## config.mk

```make
export PLATFORM = sky130hd
export DESIGN_NAME = dma_grant_gate
export DESIGN_NICKNAME = d
export VERILOG_FILES = /design/src/rtl/dgg_pkg.sv /design/src/rtl/dgg_decode.sv /design/src/rtl/dgg_fsm.sv /design/src/rtl/dgg_regs.sv /design/src/rtl/dma_grant_gate.sv
export SDC_FILE = /design/constraint.sdc
export NUM_CORES = 1
export LEC_CHECK = 0
export ABC_CLOCK_PERIOD_IN_PS = 1600
export CORE_ASPECT_RATIO = 1.25
export CORE_MARGIN = 1
export CORE_UTILIZATION = 30
export DETAILED_ROUTE_END_ITERATION = 8
export PLACE_DENSITY = 0.69
export SLEW_MARGIN = 10
export SYNTH_ARGS = -nofsm -noshare
export SYNTH_HDL_FRONTEND = slang
export SYNTH_SLANG_ARGS = --single-unit
```

## constraint.sdc

```tcl
create_clock -name clk -period 1.6 [get_ports clk]
set_clock_uncertainty 0.1 [all_clocks]
set_input_delay 0.32 -clock clk [delete_from_list [all_inputs] [get_ports clk]]
set_output_delay 0.32 -clock clk [all_outputs]
set_load 0.05 [all_outputs]
```

## src/rtl/dgg_pkg.sv

```systemverilog
package dgg_pkg;

    localparam int WORD_W = 32;

    // Command words recognised on the control register (after merging).
    localparam logic [WORD_W-1:0] CMD_WORD_GRANT   = 32'hAEED_0000;
    localparam logic [WORD_W-1:0] CMD_WORD_RELEASE = 32'hDEEA_0000;

    // Request and grant flag positions in the control word.
    localparam int REQ_BIT = 31;
    localparam int GNT_BIT = 30;
    localparam int EN_BIT  = 0;
    localparam logic [WORD_W-1:0] HS_MASK = (WORD_W'(1) << REQ_BIT) | (WORD_W'(1) << GNT_BIT);

    typedef enum logic [1:0] {
        ST_LOCKED = 2'd0,
        ST_OPEN   = 2'd1,
        ST_FIRE   = 2'd2
    } gate_state_e;

    typedef enum logic [2:0] {
        SEL_NONE  = 3'd0,
        SEL_CTRL  = 3'd1,
        SEL_DRAM  = 3'd2,
        SEL_FLASH = 3'd3,
        SEL_LEN   = 3'd4
    } reg_sel_e;

    typedef enum logic [2:0] {
        CMD_NONE    = 3'd0,
        CMD_GRANT   = 3'd1,
        CMD_RELEASE = 3'd2,
        CMD_PROGRAM = 3'd3,
        CMD_REJECT  = 3'd4
    } ctrl_cmd_e;

endpackage

```

## src/rtl/dgg_decode.sv

```systemverilog
module dgg_decode
    import dgg_pkg::*;
#(
    parameter int                ADDR_W    = 8,
    parameter logic [ADDR_W-1:0] CTRL_OFS  = 8'h80,
    parameter logic [ADDR_W-1:0] DRAM_OFS  = 8'h84,
    parameter logic [ADDR_W-1:0] FLASH_OFS = 8'h88,
    parameter logic [ADDR_W-1:0] LEN_OFS   = 8'h8C,
    parameter bit                GRANT_EN  = 1'b1
) (
    input  logic              wr_en,
    input  logic [ADDR_W-1:0] wr_addr,
    input  logic [WORD_W-1:0] wr_data,
    input  logic              hs_held,
    input  logic              granted,
    output reg_sel_e          sel,
    output ctrl_cmd_e         cmd,
    output logic [WORD_W-1:0] merged,
    output logic              data_ok,
    output logic              data_rej
);

    logic is_data_reg;

    // Register select from the byte offset.
    always_comb begin
        sel = SEL_NONE;
        if (wr_addr == CTRL_OFS) begin
            sel = SEL_CTRL;
        end else if (wr_addr == DRAM_OFS) begin
            sel = SEL_DRAM;
        end else if (wr_addr == FLASH_OFS) begin
            sel = SEL_FLASH;
        end else if (wr_addr == LEN_OFS) begin
            sel = SEL_LEN;
        end
    end

    // Merge the held handshake flags into the incoming control value.
    generate
        if (GRANT_EN) begin : g_merge
            assign merged = wr_data | (hs_held ? HS_MASK : '0);
        end else begin : g_plain
            assign merged = wr_data;
        end
    endgenerate

    // Classify a control write.
    always_comb begin
        cmd = CMD_NONE;
        if (wr_en && sel == SEL_CTRL) begin
            if (GRANT_EN && merged == CMD_WORD_GRANT) begin
                cmd = CMD_GRANT;
            end else if (GRANT_EN && merged == CMD_WORD_RELEASE) begin
                cmd = CMD_RELEASE;
            end else if (granted) begin
                cmd = CMD_PROGRAM;
            end else begin
                cmd = CMD_REJECT;
            end
        end
    end

    assign is_data_reg = (sel == SEL_DRAM) || (sel == SEL_FLASH) || (sel == SEL_LEN);
    assign data_ok     = wr_en && is_data_reg && granted;
    assign data_rej    = wr_en && is_data_reg && !granted;

endmodule

```

## src/rtl/dgg_fsm.sv

```systemverilog
module dgg_fsm
    import dgg_pkg::*;
#(
    parameter bit GRANT_EN = 1'b1
) (
    input  logic        clk,
    input  logic        rst_n,
    input  ctrl_cmd_e   cmd,
    input  logic        launch_req,
    output gate_state_e state_q,
    output logic        hs_held,
    output logic        granted,
    output logic        start
);

    gate_state_e state_d;

    // State register.
    always_ff @(posedge clk) begin
        if (!rst_n) begin
            state_q <= ST_LOCKED;
        end else begin
            state_q <= state_d;
        end
    end

    // Next-state logic.
    always_comb begin
        state_d = state_q;
        unique case (state_q)
            ST_LOCKED: begin
                if (cmd == CMD_GRANT) begin
                    state_d = ST_OPEN;
                end else if (cmd == CMD_PROGRAM && launch_req) begin
                    state_d = ST_FIRE;
                end
            end
            ST_OPEN: begin
                if (cmd == CMD_RELEASE) begin
                    state_d = ST_LOCKED;
                end else if (cmd == CMD_PROGRAM) begin
                    state_d = launch_req ? ST_FIRE : ST_LOCKED;
                end
            end
            ST_FIRE: begin
                if (cmd == CMD_GRANT) begin
                    state_d = ST_OPEN;
                end else if (cmd == CMD_PROGRAM && launch_req) begin
                    state_d = ST_FIRE;
                end else begin
                    state_d = ST_LOCKED;
                end
            end
            default: state_d = ST_LOCKED;
        endcase
    end

    // Outputs decoded from the state.
    always_comb begin
        hs_held = (state_q == ST_OPEN);
        start   = (state_q == ST_FIRE);
        granted = GRANT_EN ? hs_held : 1'b1;
    end

endmodule

```

## src/rtl/dgg_regs.sv

```systemverilog
module dgg_regs
    import dgg_pkg::*;
#(
    parameter logic [WORD_W-1:0] DRAM_MASK  = 32'h3FFF_FFFC,
    parameter logic [WORD_W-1:0] FLASH_MASK = 32'h0FFF_FFFC,
    parameter logic [WORD_W-1:0] LEN_MASK   = 32'hFFFF_FFFF,
    parameter bit                GRANT_EN   = 1'b1
) (
    input  logic              clk,
    input  logic              rst_n,
    input  ctrl_cmd_e         cmd,
    input  reg_sel_e          sel,
    input  logic [WORD_W-1:0] merged,
    input  logic [WORD_W-1:0] wr_data,
    input  logic              data_ok,
    input  logic              data_rej,
    input  logic              err_clr,
    output logic [WORD_W-1:0] ctrl_body,
    output logic [WORD_W-1:0] dram_addr_q,
    output logic [WORD_W-1:0] flash_addr_q,
    output logic [WORD_W-1:0] len_q,
    output logic              err_q
);

    localparam int NFIELD = 3;
    localparam logic [WORD_W-1:0] STORE_MASK = GRANT_EN ? ~HS_MASK : '1;

    logic err_set;

    function automatic reg_sel_e field_sel(input int idx);
        case (idx)
            0:       return SEL_DRAM;
            1:       return SEL_FLASH;
            default: return SEL_LEN;
        endcase
    endfunction

    function automatic logic [WORD_W-1:0] field_mask(input int idx);
        case (idx)
            0:       return DRAM_MASK;
            1:       return FLASH_MASK;
            default: return LEN_MASK;
        endcase
    endfunction

    // Control body: flags stripped when the handshake is active.
    always_ff @(posedge clk) begin
        if (!rst_n) begin
            ctrl_body <= '0;
        end else if (cmd == CMD_PROGRAM) begin
            ctrl_body <= merged & STORE_MASK;
        end
    end

    // Transfer parameter registers, one per field.
    for (genvar gi = 0; gi < NFIELD; gi++) begin : g_field
        localparam reg_sel_e          MY_SEL  = field_sel(gi);
        localparam logic [WORD_W-1:0] MY_MASK = field_mask(gi);
        logic [WORD_W-1:0] q;
        always_ff @(posedge clk) begin
            if (!rst_n) begin
                q <= '0;
            end else if (data_ok && sel == MY_SEL) begin
                q <= wr_data & MY_MASK;
            end
        end
    end

    assign dram_addr_q  = g_field[0].q;
    assign flash_addr_q = g_field[1].q;
    assign len_q        = g_field[2].q;

    // Sticky error: a new refusal outranks a clear.
    assign err_set = (cmd == CMD_REJECT) || data_rej;

    always_ff @(posedge clk) begin
        if (!rst_n) begin
            err_q <= 1'b0;
        end else if (err_set) begin
            err_q <= 1'b1;
        end else if (err_clr) begin
            err_q <= 1'b0;
        end
    end

endmodule

```

## src/rtl/dma_grant_gate.sv

```systemverilog
module dma_grant_gate
    import dgg_pkg::*;
#(
    parameter int                ADDR_W     = 8,
    parameter logic [ADDR_W-1:0] CTRL_OFS   = 8'h80,
    parameter logic [ADDR_W-1:0] DRAM_OFS   = 8'h84,
    parameter logic [ADDR_W-1:0] FLASH_OFS  = 8'h88,
    parameter logic [ADDR_W-1:0] LEN_OFS    = 8'h8C,
    parameter logic [31:0]       DRAM_MASK  = 32'h3FFF_FFFC,
    parameter logic [31:0]       FLASH_MASK = 32'h0FFF_FFFC,
    parameter logic [31:0]       LEN_MASK   = 32'hFFFF_FFFF,
    parameter bit                GRANT_EN   = 1'b1
) (
    input  logic              clk,
    input  logic              rst_n,
    input  logic              wr_en,
    input  logic [ADDR_W-1:0] wr_addr,
    input  logic [31:0]       wr_data,
    input  logic              err_clr,
    output logic [31:0]       ctrl_q,
    output logic [31:0]       dram_addr_q,
    output logic [31:0]       flash_addr_q,
    output logic [31:0]       len_q,
    output logic              start,
    output logic [31:0]       start_word,
    output logic              err
);

    reg_sel_e          sel;
    ctrl_cmd_e         cmd;
    gate_state_e       state_q;
    logic [WORD_W-1:0] merged;
    logic [WORD_W-1:0] ctrl_body;
    logic              data_ok;
    logic              data_rej;
    logic              hs_held;
    logic              granted;
    logic              launch_req;

    dgg_decode #(
        .ADDR_W   (ADDR_W),
        .CTRL_OFS (CTRL_OFS),
        .DRAM_OFS (DRAM_OFS),
        .FLASH_OFS(FLASH_OFS),
        .LEN_OFS  (LEN_OFS),
        .GRANT_EN (GRANT_EN)
    ) u_decode (
        .wr_en   (wr_en),
        .wr_addr (wr_addr),
        .wr_data (wr_data),
        .hs_held (hs_held),
        .granted (granted),
        .sel     (sel),
        .cmd     (cmd),
        .merged  (merged),
        .data_ok (data_ok),
        .data_rej(data_rej)
    );

    assign launch_req = merged[EN_BIT];

    dgg_fsm #(
        .GRANT_EN(GRANT_EN)
    ) u_fsm (
        .clk       (clk),
        .rst_n     (rst_n),
        .cmd       (cmd),
        .launch_req(launch_req),
        .state_q   (state_q),
        .hs_held   (hs_held),
        .granted   (granted),
        .start     (start)
    );

    dgg_regs #(
        .DRAM_MASK (DRAM_MASK),
        .FLASH_MASK(FLASH_MASK),
        .LEN_MASK  (LEN_MASK),
        .GRANT_EN  (GRANT_EN)
    ) u_regs (
        .clk         (clk),
        .rst_n       (rst_n),
        .cmd         (cmd),
        .sel         (sel),
        .merged      (merged),
        .wr_data     (wr_data),
        .data_ok     (data_ok),
        .data_rej    (data_rej),
        .err_clr     (err_clr),
        .ctrl_body   (ctrl_body),
        .dram_addr_q (dram_addr_q),
        .flash_addr_q(flash_addr_q),
        .len_q       (len_q),
        .err_q       (err)
    );

    generate
        if (GRANT_EN) begin : g_hs_view
            assign ctrl_q = ctrl_body | (hs_held ? HS_MASK : '0);
        end else begin : g_raw_view
            assign ctrl_q = ctrl_body;
        end
    endgenerate

    assign start_word = ctrl_body;

endmodule

```

==> flow_summary.toml, run 1 <==
[cells_and_area]
drive_gt1_share_pct = 35.3
final_cell_mix = "nand2_1, buf_12, dfxtp_1, a21boi_1, buf_4"
regArea_um2 = 2380
mostFrequentLayoutCell = "nand2_1"
n_fill_cell = 1290
nNetsFinal = 858
multi_input_area_um2 = 2270
syn_to_final_growth_pct = 94.4

[setup_path]
end_kind = "register"
timing.rr.start = "u_fsm.state_q[1]$_SDFFE_PN0P_"
slowest_stage = "nor4bb_4"
regToRegSetupSlack_ps = -130
max_stage_delay_ps = 320
startpoint_type = "primary input"
reg2reg_depth = 9
setup.worst_path.class = "in -> reg"
timing.rr.end = "u_regs.ctrl_body[29]$_SDFFE_PN0N_"
crit_required_ps = 1790
arrival_ps = 1930
crit_chain = "clkdlybuf4s15_2 -> nor4bb_4 -> nand4_1 -> a211oi_2 -> buf_4 -> nor2_4 -> buf_6 -> buf_16 -> mux2i_1"
cp_top_family = "buffers and inverters"
worstPathMaxFanout = 8
critPathBufInv = 4

[floorplan]
core-area_um2 = 16300
die_h_um = 147
start_util_pct = 31.0
pin_count = 206
die-area_um2 = 17400
die_w_um = 118
rows = 52

[timing]
tns_ps = -4080
maxSlewViolCount = 0
rsz0062_at_grt = "yes"
fin_ws_ps = -135
hold_ws_ps = 243
final-setup-viol-count = 47
post-route-period-util_pct = 108
max_freq_ghz = 0.576
min_period_ps = 1740
hold_violations = 0

[grt]
grt.overflow.total = 0
antenna_found_initial = 2
grt_max_degree = 37
grt_first_pass_wirelength_um = 27500
first_global_vias = 5062
grt.total_usage_pct = 20.8

[logic_synthesis]
yosys_warnings = 0
syn_area_um2 = 5060
avgSynthCellArea_um2 = 8.58
synth_cell_types = 33
synth-seq-cells = 119
syn_inst = 589
ys_seq_area_share_pct = 47.1

[placed_design]
port_buffers = 193
hpwl_um = 12700
gp_congestion = 0.803

[clock_network]
clock_sinks = 119
clkTransAtPathRegs_ps = 50
clock_path_buffers = 2
insertion_delay_ps = 410
cts_buffers = 17
cts.htree.levels = 4
clockRootBuffer = "clkbuf_16"
cts_tree = "done"
cts_hold_buf = 0

[route]
drc = 0
routed_wl_um = 17700
drt_iter0_markers = 258
wl_per_cell_um = 17.0
vias = 4861
antenna_left = 0
dr.pass1.iters = 4
via_per_inst = 4.65

[worst_hold_path]
holdPathStages = 3
hold_class = "in -> reg"
whs_endpoint = "u_regs.len_q[29]$_SDFFE_PN0P_"
hold_start = "wr_data[29]"

[run]
cap_violations = 0

[power_and_ir_drop]
vdd_drop_max_mv = 0.613
p_per_area_nw_per_um2 = 730
p_leak_nw = 3.82

[outcome]
outcome = "complete, but fails checks"
violations = "setup timing"
==> worst max path at each step <==
stage | from | to | cells after the start
2_1_floorplan | wr_addr[6] | u_regs.dram_addr_q[10]$_SDFFE_PN0P_ | 8
3_3_place_gp | wr_data[8] | u_regs.ctrl_body[2]$_SDFFE_PN0N_ | 8
3_5_place_dp | wr_data[8] | u_regs.ctrl_body[4]$_SDFFE_PN0N_ | 8
4_1_cts | u_fsm.state_q[1]$_SDFFE_PN0P_ | u_regs.ctrl_body[8]$_SDFFE_PN0N_ | 9
5_1_grt | u_fsm.state_q[1]$_SDFFE_PN0P_ | u_regs.ctrl_body[2]$_SDFFE_PN0N_ | 9
6_report | wr_data[29] | u_regs.ctrl_body[29]$_SDFFE_PN0N_ | 9
==> layer usage <==
metal	part of all wire, %	wire length [µm]	global-route usage, %	vias up
li1	-	-	-	2320
met1	38	6750	21.6	2356
met2	53	9390	37.8	162
met3	6.4	1140	7.26	23
met4	2.6	468	8.97	0
met5	0	0	0	-
==> repair_timing <==
item,in CTS,in global routing
endpoints found under the hold margin,0,0
cloned,5,0
endpoints found under the setup margin,121,97
pin swaps,18,4
resized for setup,87,9
setup buffers,7,1
==> synth_stat cells <==
library cell  instances  share of area (%)
o211ai_1              1               0.15
nor2_2                1               0.12
a211oi_2              1               0.25
nor4b_1               3               0.52
a21boi_0             16                2.4
and4b_1               3               0.59
inv_2                 1              0.074
a21boi_1             70                 10
inv_1                 1              0.074
nor2b_1               3               0.37
and2_1                1               0.12
dfxtp_1             119                 47
clkbuf_1             23                1.7
mux2i_1              30                5.9
o21ai_0               1              0.099
conb_1                1              0.074
a31o_2                1               0.17
nand2b_1              1               0.12
a21oi_1               1              0.099
and4bb_2              1               0.25
and4_1                1               0.17
nor4bb_1              1               0.20
buf_6                11                2.4
nand4_1               3               0.37
nor4_1                2               0.25
nand4b_2              2               0.59
buf_4                47                7.0
o211a_1               1               0.20
nor3_1                3               0.30
nand2_1             233                 17
and3_1                1               0.12
nand3_1               3               0.30
nor2_1                2               0.15
==> area by class of cell <==
class	instances	area share, %
well taps	216	2.75
clock buffers	23	4.96
flip-flops and latches	119	24.2
repair buffers	276	43.8
inverters	2	0.0764
multi-input cells	398	23.1
diodes	2	0.0509
clock inverters	9	0.993
==> flip-flops by register name (all words and copies together), names as in the netlist <==
signal / cells
u_regs.dram_addr_q: 28
u_regs.ctrl_body: 30
u_fsm.state_q: 2
u_regs.flash_addr_q: 26
u_regs.len_q: 32
u_regs.err_q: 1
==> tightest hold or removal path: cells and delay by family <==
kind	cells	cell delay, ps
compound gates	1	50
simple gates	1	90
buf+inv	1	240
==> logic make-up after synthesis <==
kind of cell / share of synthesized area (%)
AND/OR/NAND/NOR: 21.9
flip-flops: 47.1
AO/OA/AOI/OAI: 13.7
buffers and inverters: 11.3
multiplexers: 5.94
other: 0.0742
==> metrics by stage <==
step / power [mW] / area [µm²] / cells / setup WS (ps) / util, %
final: 7.18 / 9830 / 1045 / -135 / 60.2
after global routing: 7.42 / 9830 / 1045 / -246 / 60.2
after CTS: 7.23 / 9800 / 1043 / -113 / 60.0
after detailed placement: 3.49 / 8910 / 1000 / -915 / 54.6
after global placement: 3.48 / 8910 / 1000 / -814 / 54.6
after floorplan: 3.22 / 5150 / 600 / -11.1 / -
==> power breakdown <==
| part | total [mW] | internal [mW] | switching, mW |
|---|---|---|---|
| registers | 2.97 | 2.97 | 0.000246 |
| logic | 0.444 | 0.200 | 0.244 |
| clock network | 3.77 | 2.44 | 1.33 |
Note: power is estimated with default switching activity, not from simulation.
==> run 2, diff against run 1 <==
- DONT_BUFFER_PORTS: not set -> 1
- PLACE_DENSITY: 0.69 -> 0.52
==> run 2 against run 1 <==
  * The run still ends with setup timing left
  * Non-clock buffer count down 111
  * Hold slack worse by 230 ps
  * Via count down 8.0%
  * Final cell count down 11%
  * Cell area down 27%
  * Utilization down 16 points
  * Setup slack better by 23 ps
  * Critical endpoint is now u_regs.ctrl_body[26]$_SDFFE_PN0N_
==> flow_summary.toml, run 2 (synthesis gave the netlist of run 1 again) <==
[outcome]
violations = "setup timing"
outcome = "complete, but fails checks"

[floorplan]
die_h_um = 147
pin_count = 206
start_util_pct = 31.0
die-area_um2 = 17400
rows = 52
die_w_um = 118
core-area_um2 = 16300

[clock_network]
cts_tree = "done"
cts.htree.levels = 4
cts_buffers = 17
clock_sinks = 119
clock_path_buffers = 2
clockRootBuffer = "clkbuf_16"
insertion_delay_ps = 410
clkTransAtPathRegs_ps = 60

[route]
dr.pass1.iters = 5
wl_per_cell_um = 18.9
drc = 0
vias = 4470
antenna_left = 0
via_per_inst = 4.79
drt_iter0_markers = 156
routed_wl_um = 17600

[timing]
max_freq_ghz = 0.584
final-setup-viol-count = 36
tightest_slew_ps = 568
relSlewSlack_pct = 62.1
post-route-period-util_pct = 107
hold_violations = 0
fin_ws_ps = -112
maxSlewViolCount = 0
min_period_ps = 1710
hold_ws_ps = 15.5
rsz0062_at_grt = "yes"

[setup_path]
worstPathMaxFanout = 9
reg2reg_depth = 8
setup.worst_path.class = "reg -> reg"
crit_required_ps = 1830
arrival_ps = 1940
startpoint_type = "register"
timing.rr.end = "u_regs.ctrl_body[26]$_SDFFE_PN0N_"
timing.rr.start = "u_fsm.state_q[1]$_SDFFE_PN0P_"
end_kind = "register"
regToRegSetupSlack_ps = -110

[placed_design]
port_buffers = 0
dp_slack_ps = -326
place_inst = 798
gp_congestion = 0.753
hpwl_um = 10400

[grt]
grt.overflow.total = 0
first_global_vias = 4621
grt_max_degree = 150
grt.total_usage_pct = 20.0
grt_first_pass_wirelength_um = 25700
antenna_found_initial = 2

[worst_hold_path]
holdPathStages = 2
hold_class = "in -> reg"
hold_start = "rst_n"
whs_endpoint = "u_regs.ctrl_body[0]$_SDFFE_PN0N_"

[cells_and_area]
final_cell_mix = "nand2_1, dfxtp_1, dlygate4sd3_1, a21boi_1, buf_4"
mostFrequentLayoutCell = "nand2_1"
nNetsFinal = 747
drive_gt1_share_pct = 17.1
syn_to_final_growth_pct = 42.5
largest_reg_flops = 32
instances_no_fill = 934

[power_and_ir_drop]
seqPwrFrac_pct = 39.2
vdd_drop_max_mv = 0.856
p_comb_share_pct = 4.6
p_per_area_nw_per_um2 = 1050
p_leak_nw = 2.58
internal-power_mw = 6.04
sw_frac_of_total_pct = 20.1
switchingPower_mw = 1.52
total_power_mw = 7.57
power_frac_clock_pct = 56.2

[run]
cap_violations = 0
-- run 2: worst max path at each step --
stage	cells after the start	slack, ps	end	start
3_5_place_dp	6	-330	u_regs.err_q$_SDFFE_PN0P_	wr_data[15]
5_1_grt	7	-200	u_regs.ctrl_body[24]$_SDFFE_PN0N_	u_fsm.state_q[1]$_SDFFE_PN0P_
4_1_cts	4	-110	ctrl_q[30]	u_fsm.state_q[1]$_SDFFE_PN0P_
2_1_floorplan	8	-10	u_regs.dram_addr_q[10]$_SDFFE_PN0P_	wr_addr[6]
3_3_place_gp	6	-290	u_regs.err_q$_SDFFE_PN0P_	wr_data[15]
6_report	8	-110	u_regs.ctrl_body[26]$_SDFFE_PN0N_	u_fsm.state_q[1]$_SDFFE_PN0P_
-- run 2: stage by stage --
stage	cell area (µm²)	utilization, %	setup TNS, ps
after detailed placement	5350	32.8	-24550
after CTS	7070	43.3	-1400
after global placement	5350	32.8	-22370
after global routing	7200	44.1	-7490
after floorplan	5150	-	-510
final	7200	44.1	-2590
-- run 2: power groups by stage --
stage | clock network, mW | registers, mW | logic (mW)
final | 4.25 | 2.97 | 0.351
after global routing | 4.46 | 2.96 | 0.370
after CTS | 4.35 | 2.96 | 0.302
after detailed placement | 0 | 3.03 | 0.134
after global placement | 0 | 3.03 | 0.134
after floorplan | 0 | 3.03 | 0.188
-- run 2: worst max-delay path: stages, from the launching register on --
cell and delay (ps):
dfxtp_2 330, nand2b_4 150, inv_2 60, o211ai_1 120
a211oi_2 330, nor2_4 60, buf_12 150, buf_12 140
mux2i_2 180
-- run 2: final cells by class --
class	count	area [µm²]
Antenna cell	3	7.51
Tap cell	216	270
Clock buffer	22	484
Fill cell	1583	9130
Inverter	2	7.51
Timing Repair Buffer	165	1670
Multi-Input combinational cell	398	2210
Sequential cell	119	2380
Clock inverter	9	170
-- run 2: per-layer routing --
layer  share of wire [%]  global-route usage, %  vias up  wire (µm)
li1                    -                      -     2099          -
met1                  37                   19.6     2167       6430
met2                  53                   36.6      177       9350
met3                 8.3                   7.92       27       1460
met4                 2.1                   9.36        0        369
met5                   0                      0        -          0
-- run 2: what timing repair did --
action,in CTS,in global routing
pin swaps,3,4
hold buffers,92,3
gates cloned,2,1
setup buffers,3,2
gates resized for setup,21,17
endpoints found under the setup margin,120,110
endpoints found under the hold margin,119,46
